===== src/rtl/pwr_pkg.sv =====
package pwr_pkg;

  // State codes are visible on the state output; the bench decodes them.
  typedef enum logic [2:0] {
    PS_RUN     = 3'd0,
    PS_GRANT   = 3'd1,
    PS_STOPPED = 3'd2,
    PS_HALTED  = 3'd3,
    PS_SNOOP   = 3'd4
  } pwr_state_e;

  localparam int NUM_WAKE = 5;

endpackage


===== src/rtl/pwr_sync.sv =====
// Multi-stage synchronizer bank with a per-bit reset value.
module pwr_sync #(
  parameter int             W       = 1,
  parameter int             STAGES  = 2,
  parameter logic [W-1:0]   RST_VAL = '0
) (
  input  logic         clk,
  input  logic         rst_ni,
  input  logic [W-1:0] d_i,
  output logic [W-1:0] q_o
);

  logic [W-1:0] stg_q [STAGES];

  always_ff @(posedge clk or negedge rst_ni) begin
    if (!rst_ni) begin
      for (int s = 0; s < STAGES; s++) stg_q[s] <= RST_VAL;
    end else begin
      stg_q[0] <= d_i;
      for (int s = 1; s < STAGES; s++) stg_q[s] <= stg_q[s-1];
    end
  end

  assign q_o = stg_q[STAGES-1];

endmodule


===== src/rtl/pwr_restart_cnt.sv =====
// Saturating counter for the eight-period restart and settle windows.
module pwr_restart_cnt #(
  parameter int LIMIT = 8,
  parameter int CW    = $clog2(LIMIT + 1)
) (
  input  logic          clk,
  input  logic          rst_ni,
  input  logic          clr_i,    // clear has priority over counting
  input  logic          run_i,    // clock present this cycle
  output logic [CW-1:0] cnt_o,
  output logic          done_o,   // count has reached LIMIT
  output logic          hit_o     // count reaches LIMIT at this edge
);

  logic [CW-1:0] cnt_q, cnt_d;
  logic          inc;

  assign done_o = (cnt_q == CW'(LIMIT));
  assign inc    = run_i && !done_o;
  assign hit_o  = inc && !clr_i && (cnt_q == CW'(LIMIT - 1));

  always_comb begin
    cnt_d = cnt_q;
    if (clr_i)    cnt_d = '0;
    else if (inc) cnt_d = cnt_q + CW'(1);
  end

  always_ff @(posedge clk or negedge rst_ni) begin
    if (!rst_ni) cnt_q <= '0;
    else         cnt_q <= cnt_d;
  end

  assign cnt_o = cnt_q;

  // the counter saturates and never runs past the limit
  p_cnt_bound_r8: assert property (@(posedge clk) disable iff (!rst_ni)
    cnt_q <= CW'(LIMIT));

  // once saturated, only a clear moves it
  p_cnt_hold_r8: assert property (@(posedge clk) disable iff (!rst_ni)
    (done_o && !clr_i) |=> (cnt_q == CW'(LIMIT)));

endmodule


===== src/rtl/pwr_fsm.sv =====
// Five-state power controller: next-state logic and registers.
module pwr_fsm
  import pwr_pkg::*;
#(
  parameter int LIMIT = 8,
  parameter int CW    = $clog2(LIMIT + 1)
) (
  input  logic          clk,
  input  logic          rst_ni,
  input  logic          stop_req,     // synchronized, active high
  input  logic          halt_ind,
  input  logic          wake_any,     // synchronized
  input  logic          snoop_act,    // synchronized, active high
  input  logic          clk_present,
  input  logic          cnt_done,
  input  logic          cnt_hit,
  input  logic [CW-1:0] cnt_q,
  output pwr_state_e    state_q,
  output logic          grant_entry,  // clears the settle counter
  output logic          stopgnt_cyc_q,
  output logic          halt_cyc_q,
  output logic          inval_q
);

  pwr_state_e state_d;
  logic       ret_halt_q, ret_halt_d;    // stop-granted returns to halted
  logic       snp_grant_q, snp_grant_d;  // snoop returns to stop-granted
  logic       snoop_prev_q;
  logic       snoop_evt;
  logic       sg_pulse_d, halt_pulse_d, inval_d;

  assign snoop_evt = snoop_act && !snoop_prev_q;

  always_comb begin
    state_d      = state_q;
    ret_halt_d   = ret_halt_q;
    snp_grant_d  = snp_grant_q;
    sg_pulse_d   = 1'b0;
    halt_pulse_d = 1'b0;
    inval_d      = 1'b0;
    grant_entry  = 1'b0;
    unique case (state_q)
      PS_RUN: begin
        if (stop_req) begin
          state_d     = PS_GRANT;
          ret_halt_d  = 1'b0;
          sg_pulse_d  = 1'b1;
          grant_entry = 1'b1;
        end else if (halt_ind) begin
          state_d      = PS_HALTED;
          halt_pulse_d = 1'b1;
        end
      end
      PS_HALTED: begin
        if (wake_any) begin
          state_d = PS_RUN;
        end else if (stop_req) begin
          state_d     = PS_GRANT;
          ret_halt_d  = 1'b1;
          sg_pulse_d  = 1'b1;
          grant_entry = 1'b1;
        end else if (snoop_evt) begin
          state_d     = PS_SNOOP;
          snp_grant_d = 1'b0;
          inval_d     = 1'b1;
        end
      end
      PS_GRANT: begin
        if (!clk_present) begin
          state_d = PS_STOPPED;
        end else if (snoop_evt) begin
          state_d     = PS_SNOOP;
          snp_grant_d = 1'b1;
          inval_d     = 1'b1;
        end else if (!stop_req && cnt_done) begin
          if (ret_halt_q) begin
            state_d      = PS_HALTED;
            halt_pulse_d = 1'b1;
          end else begin
            state_d = PS_RUN;
          end
        end
      end
      PS_STOPPED: begin
        if (cnt_hit) state_d = PS_GRANT;
      end
      PS_SNOOP: begin
        state_d = snp_grant_q ? PS_GRANT : PS_HALTED;
      end
      default: state_d = PS_RUN;
    endcase
  end

  always_ff @(posedge clk or negedge rst_ni) begin
    if (!rst_ni) begin
      state_q       <= PS_RUN;
      ret_halt_q    <= 1'b0;
      snp_grant_q   <= 1'b0;
      snoop_prev_q  <= 1'b0;
      stopgnt_cyc_q <= 1'b0;
      halt_cyc_q    <= 1'b0;
      inval_q       <= 1'b0;
    end else begin
      state_q       <= state_d;
      ret_halt_q    <= ret_halt_d;
      snp_grant_q   <= snp_grant_d;
      snoop_prev_q  <= snoop_act;
      stopgnt_cyc_q <= sg_pulse_d;
      halt_cyc_q    <= halt_pulse_d;
      inval_q       <= inval_d;
    end
  end

  // a stop-grant cycle request appears only in stop-granted
  p_grant_pulse_r2: assert property (@(posedge clk) disable iff (!rst_ni)
    stopgnt_cyc_q |-> (state_q == PS_GRANT));

  // the stop-grant request lasts one cycle
  p_grant_single_r2: assert property (@(posedge clk) disable iff (!rst_ni)
    stopgnt_cyc_q |=> !stopgnt_cyc_q);

  // a halt cycle request appears only in halted
  p_halt_pulse_r3: assert property (@(posedge clk) disable iff (!rst_ni)
    halt_cyc_q |-> (state_q == PS_HALTED));

  // the snoop state lasts one cycle
  p_snoop_once_r9: assert property (@(posedge clk) disable iff (!rst_ni)
    (state_q == PS_SNOOP) |=> (state_q != PS_SNOOP));

  // invalidation only while servicing a snoop
  p_inval_r9: assert property (@(posedge clk) disable iff (!rst_ni)
    inval_q |-> (state_q == PS_SNOOP));

  // leaving clock-stopped happens with the counter at the limit
  p_restart_r8: assert property (@(posedge clk) disable iff (!rst_ni)
    ((state_q == PS_GRANT) && ($past(state_q) == PS_STOPPED)) |->
      (cnt_q == CW'(LIMIT)));

  // a release out of stop-granted needs the settle window
  p_release_r6: assert property (@(posedge clk) disable iff (!rst_ni)
    (((state_q == PS_RUN) || (state_q == PS_HALTED)) &&
     ($past(state_q) == PS_GRANT)) |-> $past(cnt_done));

endmodule


===== src/rtl/pwr_state_ctrl.sv =====
// Top: reset release, input synchronizers, restart counter and state machine.
module pwr_state_ctrl
  import pwr_pkg::*;
#(
  parameter int RESTART_CYCLES = 8,
  parameter int SYNC_STAGES    = 2
) (
  input  logic       clk,
  input  logic       rst_n,
  input  logic       stop_req_n,
  input  logic       halt_ind,
  input  logic       wake_intr,
  input  logic       wake_nmi,
  input  logic       wake_smi,
  input  logic       wake_rst,
  input  logic       wake_srst,
  input  logic       snoop_n,
  input  logic       clk_present,
  output logic [2:0] state_o,
  output logic       stopgnt_cyc_o,
  output logic       halt_cyc_o,
  output logic       inval_o,
  output logic       core_run_o
);

  localparam int CW     = $clog2(RESTART_CYCLES + 1);
  localparam int SYNC_W = NUM_WAKE + 2;

  // Reset: asserted asynchronously, released after two clock edges.
  logic [1:0] rst_sync_q;
  logic       rst_ni;

  always_ff @(posedge clk or negedge rst_n) begin
    if (!rst_n) rst_sync_q <= 2'b00;
    else        rst_sync_q <= {rst_sync_q[0], 1'b1};
  end
  assign rst_ni = rst_sync_q[1];

  // Input synchronizers: bit 0 stop request, bit 1 snoop, rest wakes.
  logic [SYNC_W-1:0]   sync_d, sync_q;
  logic [NUM_WAKE-1:0] wake_raw, wake_s;

  assign wake_raw = {wake_srst, wake_rst, wake_smi, wake_nmi, wake_intr};
  assign sync_d   = {wake_raw, snoop_n, stop_req_n};

  pwr_sync #(
    .W       (SYNC_W),
    .STAGES  (SYNC_STAGES),
    .RST_VAL ({{NUM_WAKE{1'b0}}, 2'b11})
  ) u_sync (
    .clk    (clk),
    .rst_ni (rst_ni),
    .d_i    (sync_d),
    .q_o    (sync_q)
  );

  logic [NUM_WAKE-1:0] wake_or;
  for (genvar k = 0; k < NUM_WAKE; k++) begin : g_wake
    assign wake_s[k] = sync_q[k+2];
    if (k == 0) begin : g_first
      assign wake_or[k] = wake_s[k];
    end else begin : g_rest
      assign wake_or[k] = wake_or[k-1] | wake_s[k];
    end
  end

  // Restart / settle counter
  logic          grant_entry, cnt_done, cnt_hit;
  logic [CW-1:0] cnt_q;

  pwr_restart_cnt #(
    .LIMIT (RESTART_CYCLES),
    .CW    (CW)
  ) u_cnt (
    .clk    (clk),
    .rst_ni (rst_ni),
    .clr_i  (grant_entry || !clk_present),
    .run_i  (clk_present),
    .cnt_o  (cnt_q),
    .done_o (cnt_done),
    .hit_o  (cnt_hit)
  );

  pwr_state_e state_q;

  pwr_fsm #(
    .LIMIT (RESTART_CYCLES),
    .CW    (CW)
  ) u_fsm (
    .clk           (clk),
    .rst_ni        (rst_ni),
    .stop_req      (!sync_q[0]),
    .halt_ind      (halt_ind),
    .wake_any      (wake_or[NUM_WAKE-1]),
    .snoop_act     (!sync_q[1]),
    .clk_present   (clk_present),
    .cnt_done      (cnt_done),
    .cnt_hit       (cnt_hit),
    .cnt_q         (cnt_q),
    .state_q       (state_q),
    .grant_entry   (grant_entry),
    .stopgnt_cyc_q (stopgnt_cyc_o),
    .halt_cyc_q    (halt_cyc_o),
    .inval_q       (inval_o)
  );

  assign state_o    = state_q;
  assign core_run_o = (state_q == PS_RUN);

  // clock loss while stop-granted always reaches clock-stopped
  p_clock_loss_r7: assert property (@(posedge clk) disable iff (!rst_ni)
    ((state_q == PS_GRANT) && !clk_present) |=> (state_q == PS_STOPPED));

  // wakes alone never move the controller out of stop-granted
  p_wake_ignored_r13: assert property (@(posedge clk) disable iff (!rst_ni)
    ((state_q == PS_GRANT) && clk_present && !sync_q[0] && sync_q[1] &&
     wake_or[NUM_WAKE-1]) |=> (state_q == PS_GRANT));

endmodule


===== config.mk =====
export PLATFORM = sky130hd
export DESIGN_NAME = pwr_state_ctrl
export DESIGN_NICKNAME = d
export VERILOG_FILES = /design/src/rtl/pwr_pkg.sv /design/src/rtl/pwr_sync.sv /design/src/rtl/pwr_restart_cnt.sv /design/src/rtl/pwr_fsm.sv /design/src/rtl/pwr_state_ctrl.sv
export SDC_FILE = /design/constraint.sdc
export NUM_CORES = 1
export LEC_CHECK = 0
export ABC_AREA = 1
export BUFFER_PORTS_ARGS = -buffer_cell sky130_fd_sc_hd__buf_2
export CAP_MARGIN = 0
export CORE_AREA = 2 2 62 64
export CTS_BUF_LIST = sky130_fd_sc_hd__clkbuf_2 sky130_fd_sc_hd__clkbuf_4 sky130_fd_sc_hd__clkbuf_8
export CTS_CLUSTER_SIZE = 40
export DETAILED_ROUTE_END_ITERATION = 12
export DIE_AREA = 0 0 64 66
export PLACE_DENSITY = 0.59
export SLEW_MARGIN = 30
export SYNTH_ARGS = -nofsm -noshare
export SYNTH_HDL_FRONTEND = slang
export SYNTH_SLANG_ARGS = --single-unit

===== constraint.sdc =====
create_clock -name clk -period 1 [get_ports clk]
set_input_delay 0.15 -clock clk [delete_from_list [all_inputs] [get_ports clk]]
set_output_delay 0.15 -clock clk [all_outputs]
set_load 0.05 [all_outputs]

==> metrics.csv <==
metric,value,unit
outcome,"finished, violations left",
violations,negative setup slack,
num_rows,22,
io_buffers,17,
drc,0,
synth_area_per_cell,10.4,um^2
hpwlAfterDp,1.73,mm
clk_pin_slew,90,ps
worst-path-max-fanout,4,
hold_path_class,in -> reg,
syn2layout_area_growth,57.1,%
dieArea,0.00422,mm^2
clk_latency,330,ps
ys.warnings.count,0,
via_count,950,
clock_skew,8.90,ps
grt_remaining_overflow,0,
antennaDiodeCount,0,
worstPathArrival,1210,ps
grt_max_degree,15,
power_leakage,0.879,nW
setup_violations,19,
drt-pass1-iter-count,4,
postSynthCellCount,114,
met3_length,110,um
numCtsBuffers,5,
crit_required,850,ps
synth_top_area_cell,dfrtp_1,
core-area,0.00355,mm^2
synth.most_common_cell,dfrtp_1,
via_per_inst,4.28,
synthTopCellsByCount,"dfrtp_1 (25), inv_1 (16), nand2_1 (12)",
ys_seq_area_frac,0.618,
clock.fmax,737,MHz
grt_pass1_vias,979,
clkSinkCount,29,
synth_edf_count,0,
drt-met1-wl,1.00,mm
rsz0062_at_grt,yes,
cts_buffer_depth,2,
ir_worst_vdd,0.000846,V
die_w,64,um
nNetsFinal,186,
die-height,66,um
synth-seq-cells,29,
drv_slew,0,
period_needed,1360,ps
synth_top_cell_area_share,0.529,
routed_wl,2.49,mm
p_total,4.13,mW
htreeDepth,2,
ant_nets,0,
synthTopCellsByArea,"dfrtp_1 (53%), dfstp_2 (8.9%), inv_1 (5.1%), nand2_1 (3.8%), nor2_1 (3.5%)",
crit_type,reg -> out,
setup_slack,-357,ps
layout-drive-gt1-share,0.540,
top_layer,met4,
period_share,1.36,
cts_tree,built,
drt_iter0_markers,29,
ys.flop_type,dfrtp_1,
synth_cell_types,27,
worstSetupEndpointType,output port,
gr-usage-all-layers,0.130,
maxCapViolCount,0,
antenna_found_initial,0,
dr_wl_met2,1.33,mm
p_per_area,2220,mW/mm^2
tns,-3260,ps
cts_root_buffer,clkbuf_4,
finalHoldViolCount,0,
start_util,0.333,
startpoint_type,flip-flop,
grt_pass1_wl,4.11,mm
gp_congestion,0.872,
wl_per_cell,11.2,um
ios,18,
syn_nets,127,
async_flop_share,1.00,
synth_area,0.00118,mm^2
[timing repair]
action | in CTS | in global routing
setup buffers | 5 | 6
endpoints found under the hold margin | 9 | 0
hold buffers | 8 | 0
pin swaps | 4 | 9
gates resized for setup | 17 | 28
endpoints found under the setup margin | 19 | 19
[cell usage in the layout (no fill, tap or decap), types with 3 or more instances in the layout]
master          n
buf_2          10
nand4_1         4
nand2_4         4
nand2_2         3
inv_1          13
nand2_1        11
nand3_1         4
inv_2           6
clkbuf_4        5
dfrtp_1        22
dlygate4sd3_1   8
nor2_4          5
o21ai_2         4
buf_4          23
dfrtp_2         3
nor2_1          6
dfstp_2         4
nand3_2         5
nor2_2          3
buf_6          10
[where the power goes]
group          total [mW]  switching [mW]  internal, mW
Clock                1.02           0.425         0.594
Sequential           1.44           0.113          1.32
Combinational        1.68           0.941         0.737
Total                4.13            1.48          2.65
[state kept, by name (all words and copies together), names as in the netlist]
name,count
u_sync.q_o,7
u_sync.stg_q,7
u_cnt.cnt_o,4
u_fsm.state_q,3
rst_sync_q,2
u_fsm.halt_cyc_q,1
u_fsm.inval_q,1
u_fsm.ret_halt_q,1
u_fsm.snoop_prev_q,1
u_fsm.snp_grant_q,1
u_fsm.stopgnt_cyc_q,1
[critical path: stages, from the launching register on]
cell,delay [ps]
dfrtp_2,450
inv_2,100
nand2_4,60
nor2_4,100
buf_6,170
[kinds of logic (layout without fill, tap and decap cells)]
logic type	Yosys count	in the layout	share of synthesized area
buffers and inverters	20	80	0.0635
flip-flops	29	29	0.618
XOR/XNOR	2	2	0.0148
AND/OR/NAND/NOR	49	49	0.221
AO/OA/AOI/OAI	11	11	0.0582
adder cells (fa/ha/maj)	2	2	0.0212
other	1	1	0.00317
[layout make-up]
type	instances	area [um^2]
well taps	48	60.1
clock inverters	2	37.5
clock buffers	6	51.3
fillers	318	1690
multi-input cells	65	467
inverters	20	77.6
repair buffers	52	430
flip-flops and latches	29	734
[final timing paths]
path / start / end / slack [ps] / cells after the start
hold reg to reg: rst_sync_q[1] / u_fsm.snoop_prev_q / 100 / 0
hold / removal: halt_ind / u_fsm.halt_cyc_q / 90 / 3
setup / recovery: u_fsm.state_q[0] / core_run_o / -360 / 4
max in group asynchronous: rst_sync_q[1] / u_sync.stg_q[7] / 420 / 1
min in group asynchronous: rst_sync_q[1] / u_fsm.snoop_prev_q / 100 / 0
setup reg to reg: u_fsm.state_q[1] / u_cnt.cnt_o[2] / -320 / 9
[per-layer routing]
| metal | global-route usage | up-vias |
|---|---|---|
| met5 | 0 | - |
| met2 | 0.225 | 16 |
| met3 | 0.0562 | 6 |
| li1 | - | 476 |
| met4 | 0.0625 | 0 |
| met1 | 0.136 | 452 |
[through the flow]
stage,util,instance area (um^2),setup WS [ps],instances,hold WS (ps)
2_1_floorplan,-,1200,-551,114,-146
3_3_place_gp,0.415,1470,-279,196,-65.4
3_5_place_dp,0.415,1470,-308,196,-59.1
4_1_cts,0.488,1730,-337,217,79.0
5_1_grt,0.523,1860,-438,222,81.6
6_report,0.523,1860,-357,222,94.3
No activity file was read; power rests on OpenSTA's default activity.
